### src/rtl/alp_pkg.sv
package alp_pkg;
  localparam int LANE_W = 5;

  typedef enum logic [1:0] {PRF_DRV, PRF_RENDER, PRF_DISP, PRF_DEEP} prf_e;
  typedef enum logic [2:0] {ST_ACTIVE, ST_DISC, ST_APPLY, ST_RECON, ST_DEEP} st_e;

  typedef struct packed {
    logic [LANE_W-1:0] up;
    logic [LANE_W-1:0] dn;
  } lanes_t;

  function automatic lanes_t prf_lanes(prf_e p);
    lanes_t l;
    case (p)
      PRF_RENDER: begin l.up = LANE_W'(16); l.dn = LANE_W'(16); end
      PRF_DISP:   begin l.up = LANE_W'(2);  l.dn = LANE_W'(8);  end
      default:    begin l.up = LANE_W'(4);  l.dn = LANE_W'(4);  end
    endcase
    return l;
  endfunction
endpackage

### src/rtl/alp_prf_sel.sv
module alp_prf_sel
  import alp_pkg::*;
(
  input  logic core_exec_i,
  input  logic gfx_render_i,
  input  logic gfx_display_i,
  output prf_e target_o
);
  always_comb begin
    if (core_exec_i)        target_o = PRF_DRV;
    else if (gfx_render_i)  target_o = PRF_RENDER;
    else if (gfx_display_i) target_o = PRF_DISP;
    else                    target_o = PRF_DEEP;
  end
endmodule

### src/rtl/alp_idle_tmr.sv
module alp_idle_tmr #(
  parameter int CNT_W = 16
) (
  input  logic             clk_i,
  input  logic             rst_ni,
  input  logic             en_i,
  input  logic [CNT_W-1:0] limit_i,
  output logic             expired_o
);
  logic [CNT_W-1:0] cnt_q;

  always_ff @(posedge clk_i or negedge rst_ni) begin
    if (!rst_ni)             cnt_q <= '0;
    else if (!en_i)          cnt_q <= '0;
    else if (cnt_q != '1)    cnt_q <= cnt_q + 1'b1;
  end

  // fires on the edge after limit_i qualifying edges
  assign expired_o = en_i && (cnt_q >= limit_i);
endmodule

### src/rtl/alp_hyst.sv
module alp_hyst #(
  parameter int CNT_W = 16
) (
  input  logic             clk_i,
  input  logic             rst_ni,
  input  logic             trig_i,
  input  logic [CNT_W-1:0] limit_i,
  output logic             hold_o
);
  logic [CNT_W-1:0] cnt_q;
  logic [CNT_W:0]   cnt_nxt;

  assign cnt_nxt = {1'b0, cnt_q} + 1'b1;

  always_ff @(posedge clk_i or negedge rst_ni) begin
    if (!rst_ni) begin
      hold_o <= 1'b0;
      cnt_q  <= '0;
    end else if (trig_i) begin
      hold_o <= 1'b1;
      cnt_q  <= '0;
    end else if (hold_o) begin
      if (cnt_nxt >= {1'b0, limit_i}) begin
        hold_o <= 1'b0;
        cnt_q  <= '0;
      end else begin
        cnt_q  <= cnt_nxt[CNT_W-1:0];
      end
    end
  end
endmodule

### src/rtl/alp_link_seq.sv
module alp_link_seq
  import alp_pkg::*;
(
  input  logic   clk_i,
  input  logic   rst_ni,
  input  prf_e   target_i,
  input  logic   sleep_ok_i,
  input  logic   disc_ack_i,
  input  logic   link_ready_i,
  output lanes_t lanes_o,
  output logic   disc_o,
  output logic   sr_o,
  output logic   active_o
);
  st_e  st_q;
  prf_e cur_q, pend_q;

  always_ff @(posedge clk_i or negedge rst_ni) begin
    if (!rst_ni) begin
      st_q   <= ST_ACTIVE;
      cur_q  <= PRF_DRV;
      pend_q <= PRF_DRV;
    end else begin
      case (st_q)
        ST_ACTIVE: begin
          if (target_i == PRF_DEEP) begin
            if (sleep_ok_i) begin
              st_q   <= ST_DISC;
              pend_q <= PRF_DEEP;
            end
          end else if (target_i != cur_q) begin
            st_q   <= ST_DISC;
            pend_q <= target_i;
          end
        end
        ST_DISC: begin
          if (disc_ack_i) begin
            if (pend_q == PRF_DEEP) begin
              st_q <= ST_DEEP;
            end else begin
              st_q  <= ST_APPLY;
              cur_q <= pend_q;
            end
          end
        end
        ST_APPLY: st_q <= ST_RECON;
        ST_RECON: if (link_ready_i) st_q <= ST_ACTIVE;
        ST_DEEP: begin
          // leave self-refresh while the link is still down
          if (target_i != PRF_DEEP) begin
            st_q   <= ST_APPLY;
            cur_q  <= target_i;
            pend_q <= target_i;
          end
        end
        default: st_q <= ST_ACTIVE;
      endcase
    end
  end

  assign lanes_o  = prf_lanes(cur_q);
  assign disc_o   = (st_q == ST_DISC) || (st_q == ST_APPLY) || (st_q == ST_DEEP);
  assign sr_o     = (st_q == ST_DEEP);
  assign active_o = (st_q == ST_ACTIVE);
endmodule

### src/rtl/auto_link_pwr.sv
module auto_link_pwr
  import alp_pkg::*;
#(
  parameter int CNT_W = 16
) (
  input  logic              clk_i,
  input  logic              rst_ni,
  input  logic              core_exec_i,
  input  logic              gfx_render_i,
  input  logic              gfx_display_i,
  input  logic              link_idle_i,
  input  logic              over_temp_i,
  input  logic              mem_hot_i,
  input  logic              disc_ack_i,
  input  logic              link_ready_i,
  input  logic [CNT_W-1:0]  idle_limit_i,
  input  logic [CNT_W-1:0]  hyst_limit_i,
  output logic [LANE_W-1:0] width_up_o,
  output logic [LANE_W-1:0] width_dn_o,
  output logic              link_disc_o,
  output logic              self_refresh_o,
  output logic              pstate_limit_o,
  output logic              mem_throttle_o
);
  localparam int N_GUARD = 2;

  prf_e   target;
  logic   seq_active, sleep_ok;
  lanes_t lanes;
  logic [N_GUARD-1:0] guard_trig, guard_hold;

  alp_prf_sel u_sel (
    .core_exec_i  (core_exec_i),
    .gfx_render_i (gfx_render_i),
    .gfx_display_i(gfx_display_i),
    .target_o     (target)
  );

  alp_idle_tmr #(.CNT_W(CNT_W)) u_idle (
    .clk_i    (clk_i),
    .rst_ni   (rst_ni),
    .en_i     (seq_active && (target == PRF_DEEP) && link_idle_i),
    .limit_i  (idle_limit_i),
    .expired_o(sleep_ok)
  );

  alp_link_seq u_seq (
    .clk_i       (clk_i),
    .rst_ni      (rst_ni),
    .target_i    (target),
    .sleep_ok_i  (sleep_ok),
    .disc_ack_i  (disc_ack_i),
    .link_ready_i(link_ready_i),
    .lanes_o     (lanes),
    .disc_o      (link_disc_o),
    .sr_o        (self_refresh_o),
    .active_o    (seq_active)
  );

  assign guard_trig = {mem_hot_i, over_temp_i};

  for (genvar g = 0; g < N_GUARD; g++) begin : g_guard
    alp_hyst #(.CNT_W(CNT_W)) u_hyst (
      .clk_i  (clk_i),
      .rst_ni (rst_ni),
      .trig_i (guard_trig[g]),
      .limit_i(hyst_limit_i),
      .hold_o (guard_hold[g])
    );
  end

  assign pstate_limit_o = guard_hold[0];
  assign mem_throttle_o = guard_hold[1];
  assign width_up_o     = lanes.up;
  assign width_dn_o     = lanes.dn;
endmodule

### config.mk
export PLATFORM = sky130hd
export DESIGN_NAME = auto_link_pwr
export DESIGN_NICKNAME = d
export VERILOG_FILES = /design/src/rtl/alp_pkg.sv /design/src/rtl/alp_prf_sel.sv /design/src/rtl/alp_idle_tmr.sv /design/src/rtl/alp_hyst.sv /design/src/rtl/alp_link_seq.sv /design/src/rtl/auto_link_pwr.sv
export SDC_FILE = /design/constraint.sdc
export NUM_CORES = 1
export LEC_CHECK = 0
export ABC_AREA = 1
export BUFFER_PORTS_ARGS = -buffer_cell sky130_fd_sc_hd__buf_2
export CELL_PAD_IN_SITES_DETAIL_PLACEMENT = 0
export CELL_PAD_IN_SITES_GLOBAL_PLACEMENT = 2
export CORE_ASPECT_RATIO = 1.1
export CORE_MARGIN = 2
export CORE_UTILIZATION = 34
export CTS_CLUSTER_SIZE = 40
export DETAILED_ROUTE_END_ITERATION = 10
export PLACE_DENSITY = 0.85
export SYNTH_ARGS = -nofsm -noshare
export SYNTH_HDL_FRONTEND = slang
export SYNTH_SLANG_ARGS = --single-unit
### constraint.sdc
create_clock -name clk_i -period 3.5 [get_ports clk_i]
set_clock_uncertainty 0.2 [all_clocks]
set_input_delay 0.175 -clock clk_i [delete_from_list [all_inputs] [get_ports clk_i]]
set_output_delay 0.175 -clock clk_i [all_outputs]
set_load 0.005 [all_outputs]
After elaboration in Yosys (flattened, before gate mapping). Cells that the tools add are included.

Logic and storage cells: 79. Bits in registers: 57.

Reduce and logical (&&, ||, !) cells: 13. Order comparisons: 3. Add/subtract/negate cells: 3. Eq/ne operators: 18. Muxes and demuxes: 34.

Operator list (count): 16-bit 2-to-1 mux (8); 16-bit by 1-bit adder with 17-bit output (second input constant) (2); 17-bit by 16-bit >= comparator with 1-bit output (2); 3-bit 2-to-1 mux (7); 10-bit one-hot mux with 2 select lines (1); 16-bit by 1-bit adder with 16-bit output (second input constant) (1); 16-bit >= comparator (1); 2-bit 2-to-1 mux (8); 16-bit != test (second input constant) (1); 3-bit one-hot mux with 5 select lines (1); 2-bit != test (second input constant) (5); 2-bit one-hot mux with 2 select lines (2); 4-bit AND reduction (2); 2-bit nonzero test (4); 1-bit 2-to-1 mux (7); 2-bit equality test (second input constant) (3); 3-bit by 2-bit equality test with 1-bit output (second input constant) (2); 5-bit AND reduction (1); 3-bit by 1-bit equality test with 1-bit output (second input constant) (1); 3-bit equality test (second input constant) (1); 1-bit logical AND (3); 3-bit zero test (1); 3-bit by 1-bit != test with 1-bit output (second input constant) (1); 3-bit != test (second input constant) (1); other kinds (4) (5).

Longest topological paths before layout.
Depth in word-level cells: 10. Gate-level depth with buffers: 20. Mapped depth without buffers: 19.

By module. Synthesis repeated with hierarchy kept, for this count alone.

Cell total of the unflattened synthesis: 717. Area, all modules: 5014.8 um^2.

By module, submodules not included: alp_hyst (seq. area each 425.4 um^2, instances 2, area each 1510.2 um^2, cells an instance 216); alp_idle_tmr (seq. area each 400.4 um^2, instances 1, area each 1360.1 um^2, cells an instance 189); alp_link_seq (seq. area each 175.2 um^2, instances 1, area each 606.8 um^2, cells an instance 90); alp_prf_sel (seq. area each 0.0 um^2, instances 1, area each 16.3 um^2, cells an instance 3); auto_link_pwr (seq. area each 0.0 um^2, instances 1, area each 11.3 um^2, cells an instance 3).

Worst setup path after synthesis. OpenSTA, ideal clock, no wires.

Kind: register to register. Start: register g_guard[0].u_hyst.cnt_q[0]. End: register g_guard[0].u_hyst.cnt_q[0]. Path buffers: 1. Data arrival time: 2409 ps. Library setup time: 74 ps. Clock period less this slack: 2682 ps. Required time: 3226 ps. Stages on the path, launching flop included: 19. Path slack: 818 ps. Cells stage by stage: dfrtp_1 -> ha_1 -> and3_1 -> nand3_1 -> nor2_1 -> xnor2_1 -> inv_1 -> ha_1 -> a21o_1 -> nor2_1 -> o21ai_0 -> nand2_1 -> nand2_1 -> nand2_1 -> nand2_1 -> nand2_1 -> nand2_4 -> buf_12 -> a21oi_2.

Cells in the longest elaborated chain, start to end: 5.

Ends and longest elaborated chain: from (decl) (line alp_hyst.sv:10) `logic [CNT_W-1:0] cnt_q;`; from (signal assigned) (line alp_hyst.sv:27) `cnt_q <= cnt_nxt[CNT_W-1:0];`; 16-bit by 1-bit adder with 17-bit output (*) (line alp_hyst.sv:13) `assign cnt_nxt = {1'b0, cnt_q} + 1'b1;`; 17-bit by 16-bit >= comparator with 1-bit output (line alp_hyst.sv:23) `if (cnt_nxt >= {1'b0, limit_i}) begin`; 16-bit 2-to-1 mux (*) (line alp_hyst.sv:23); 16-bit 2-to-1 mux (*) (line alp_hyst.sv:22) `end else if (hold_o) begin`; 16-bit 2-to-1 mux (*) (line alp_hyst.sv:19) `end else if (trig_i) begin`.

Every way passes the cells marked *; elsewhere a longest branch is shown, timed or not. The select of a mux whose other input is x is not followed. A chain may end at the register's enable or synchronous reset.

Worst setup path after layout.
Start: register g_guard[0].u_hyst.cnt_q[0]. End: register g_guard[0].u_hyst.cnt_q[11].

The elaborated chain is that of the path after synthesis.

==> summary.txt <==
Status = finished clean
Tmin final = 3.09 ns
Critical path buffer and inverter count = 2
Die H = 128 um
Initial Util = 34.5%
Critical path cell sequence = ha_1 > and3_1 > nand3b_2 > nor2_4 > xnor2_1 > inv_1 > ha_1 > nand2_1 > inv_1 > nand3_1 > nor2_1 > a21oi_1 > nand2_1 > nand2_1 > nand2_1 > nand2_1 > nand2_4 > o21ai_0
Clk Latency, worst-skew pair = 0.32 ns
Synth warn = 0
Reg clk slew, reported paths = 0.05 ns
First-pass GRT wire length = 18900 um
Max IR drop VDD = 0.198 mV
Root Buffer = clkbuf_16
Final setup viols = 0
# rows = 45
Synthesis-stage register bit count = 57
GRT Util Overall = 16.0%
Most used DFF post-synth = dfrtp_1
GRT Residual Overflow = 0
CP endpoint kind = flip-flop
Max clock buf depth = 2
Worst-path maximum fanout = 17
Commonest non-fill, non-tap cells in the layout = 173 x nand2_1, 103 x inv_1, 57 x dfrtp_1, 53 x ha_1, 51 x buf_2
Crit path DAT = 3.09 ns
Syn Inst Count = 641
Crit path kind = flip-flop to flip-flop
Setup repair bufs after CTS = 0
Largest net degree at the start of global routing = 35
CP required = 3.50 ns
Register area share after synthesis = 30.1%
FILL cells = 1490
Post-route design area = 0.00545 mm^2
WL final = 11000 um
Crit path top cell by count = nand2_1
Inserted Clock Buffers = 9
Die width = 117 um
Fmax achieved = 323 MHz
DR DRC count = 0
CTS Hold Bufs = 6
Port bufs = 51
Async SR Flop Fraction = 100%
CTS tree = built
Max Slew Vio Count = 0
CTS sink count = 57
Routed len/inst = 12.3 um
H-Tree Depth = 3
Drt via density = 4.56
Detailed placer's ending HPWL = 8760 um
RePlAce Congestion = 0.798
Worst stage delay on the critical path = 0.49 ns
Via Count = 4062
Power consumption = 1.91 mW
Cell Pwr Density = 351 mW/mm^2
Post-DP Area = 0.00513 mm^2
HP Class = input port to flip-flop
DRT iter0 DRCs = 114
First-pass DRT Iterations = 4
Post-synth EDFFs = 0
Maxcap violations = 0
Critical Path Slowest Stage Cell = dfrtp_1
Least-Margin Pin Slew = 1.05 ns
Core area = 0.0137 mm^2
RSZ-0062 raised after global routing = false
Period utilization = 88.3%
Most common cell after layout, fill and taps aside = nand2_1
IO Pins = 56
Vias in the first global route = 4039
Critical path's top delay family = simple AND/OR/NAND/NOR gates
Routed Antenna Nets = 0
Share of layout cells above drive strength 1 = 15.4%
Sum Neg Setup Slack = 0 ns
Max-slew headroom = 29.8%
Final hold violation count = 0
Full die area = 0.0149 mm^2
Leak = 2.92 nW
Netlist cell types = 46
Syn Area/Cell = 7.39 um^2
# diodes = 0
P&R area growth vs syn = 14.9%
Synth Cell Area = 0.00474 mm^2
Final #Nets = 794
Post_cts resized = 0
Startpoint types = flip-flop
Antenna violations before repair = 0
-- final timing paths --
path / from / endpoint / slack, ns / cells after the start
max: g_guard[0].u_hyst.cnt_q[0]$_DFFE_PN0P_ / g_guard[0].u_hyst.cnt_q[11]$_DFFE_PN0P_ / 0.41 / 18
max in group asynchronous: rst_ni / g_guard[0].u_hyst.cnt_q[1]$_DFFE_PN0P_ / 2.05 / 3
min in group asynchronous: rst_ni / u_seq.cur_q[0]$_DFFE_PN0P_ / 0.18 / 2
min: link_idle_i / u_idle.cnt_q[8]$_DFFE_PN0P_ / 0.03 / 3
max reg2reg: g_guard[0].u_hyst.cnt_q[0]$_DFFE_PN0P_ / g_guard[0].u_hyst.cnt_q[11]$_DFFE_PN0P_ / 0.41 / 18
min reg2reg: g_guard[1].u_hyst.cnt_q[15]$_DFFE_PN0P_ / g_guard[1].u_hyst.cnt_q[15]$_DFFE_PN0P_ / 0.28 / 2
-- worst register-to-register path, stage by stage, from the launching register on --
cell	delay, ns
dfrtp_1	0.49
ha_1	0.23
and3_1	0.25
nand3b_2	0.15
nor2_4	0.14
xnor2_1	0.12
inv_1	0.08
ha_1	0.29
nand2_1	0.05
inv_1	0.06
nand3_1	0.09
nor2_1	0.14
a21oi_1	0.08
nand2_1	0.07
nand2_1	0.05
nand2_1	0.05
nand2_1	0.08
nand2_4	0.22
o21ai_0	0.12
-- layer usage --
| layer | share of wire, % | global-route usage [%] | vias to the layer above |
|---|---|---|---|
| met5 | 0 | 0 | - |
| met3 | 1.6 | 1.65 | 10 |
| met2 | 49 | 27.4 | 37 |
| li1 | - | - | 2174 |
| met4 | 1.5 | 5.61 | 0 |
| met1 | 48 | 21.0 | 1841 |
-- stage by stage --
stage | hold WS, ns | utilization [%] | setup slack, ns | cells
final | 0.0255 | 39.6 | 0.408 | 891
after global routing | 0.0390 | 39.6 | 0.0999 | 891
after CTS | 0.0234 | 39.6 | 0.370 | 891
after detailed placement | -0.00243 | 37.3 | 0.379 | 870
after global placement | -0.00539 | 37.3 | 0.417 | 870
after floorplan | -0.321 | - | 0.818 | 644
-- cell usage after synthesis (2+ instances only) --
library cell | number | share of area (%)
ha_1 | 53 | 14
inv_2 | 5 | 0.40
o21ai_0 | 25 | 2.6
a21o_1 | 2 | 0.32
nor2_1 | 37 | 2.9
o21ai_1 | 3 | 0.32
xor2_1 | 18 | 3.3
buf_4 | 7 | 1.1
clkbuf_1 | 4 | 0.32
o21ai_2 | 15 | 2.8
nand2_4 | 2 | 0.48
nand4_1 | 14 | 1.8
nand3b_1 | 2 | 0.32
a21oi_1 | 28 | 3.0
xnor2_1 | 9 | 1.7
nor2_2 | 4 | 0.53
dfrtp_1 | 57 | 30
buf_12 | 2 | 0.85
a211oi_1 | 3 | 0.48
a21oi_2 | 2 | 0.37
nand3_2 | 3 | 0.63
nand2_2 | 4 | 0.53
nor3_2 | 2 | 0.42
nand3_1 | 21 | 2.2
nor4_1 | 2 | 0.26
a31oi_1 | 3 | 0.40
nor3_1 | 17 | 1.8
nand2_1 | 173 | 14
clkinv_1 | 3 | 0.24
inv_1 | 103 | 8.2
o21bai_1 | 2 | 0.32
nor2_4 | 2 | 0.48
-- power by group --
group	switching, mW	internal, mW	total (mW)
sequential	0.0474	0.701	0.749
clock	0.283	0.494	0.778
combinational	0.225	0.160	0.385
total	0.556	1.36	1.91
-- layout make-up --
type	count	area, um^2	area share [%]
Multi-Input combinational cell	462	2790	51.2
Sequential cell	57	1430	26.2
Inverter	111	417	7.65
Timing Repair Buffer	58	323	5.93
Clock buffer	15	258	4.73
Tap cell	188	235	4.32
-- registers in the layout, summed over array words and instances (netlist names) --
register               count
g_guard.u_hyst.hold_o      2
g_guard.u_hyst.cnt_q      32
u_seq.st_q                 3
u_seq.cur_q                2
u_idle.cnt_q              16
u_seq.pend_q               2
-- kinds of logic after synthesis --
family | synth area share [%]
and+or+nand+nor | 27.9
buffers and inverters | 11.3
AOI/OAI and AO/OA | 11.6
DFF | 30.1
adders and majority gates | 14.0
xor gates and xnor gates | 4.99
other | 0.0791
No activity file was read; power rests on OpenSTA's default activity.
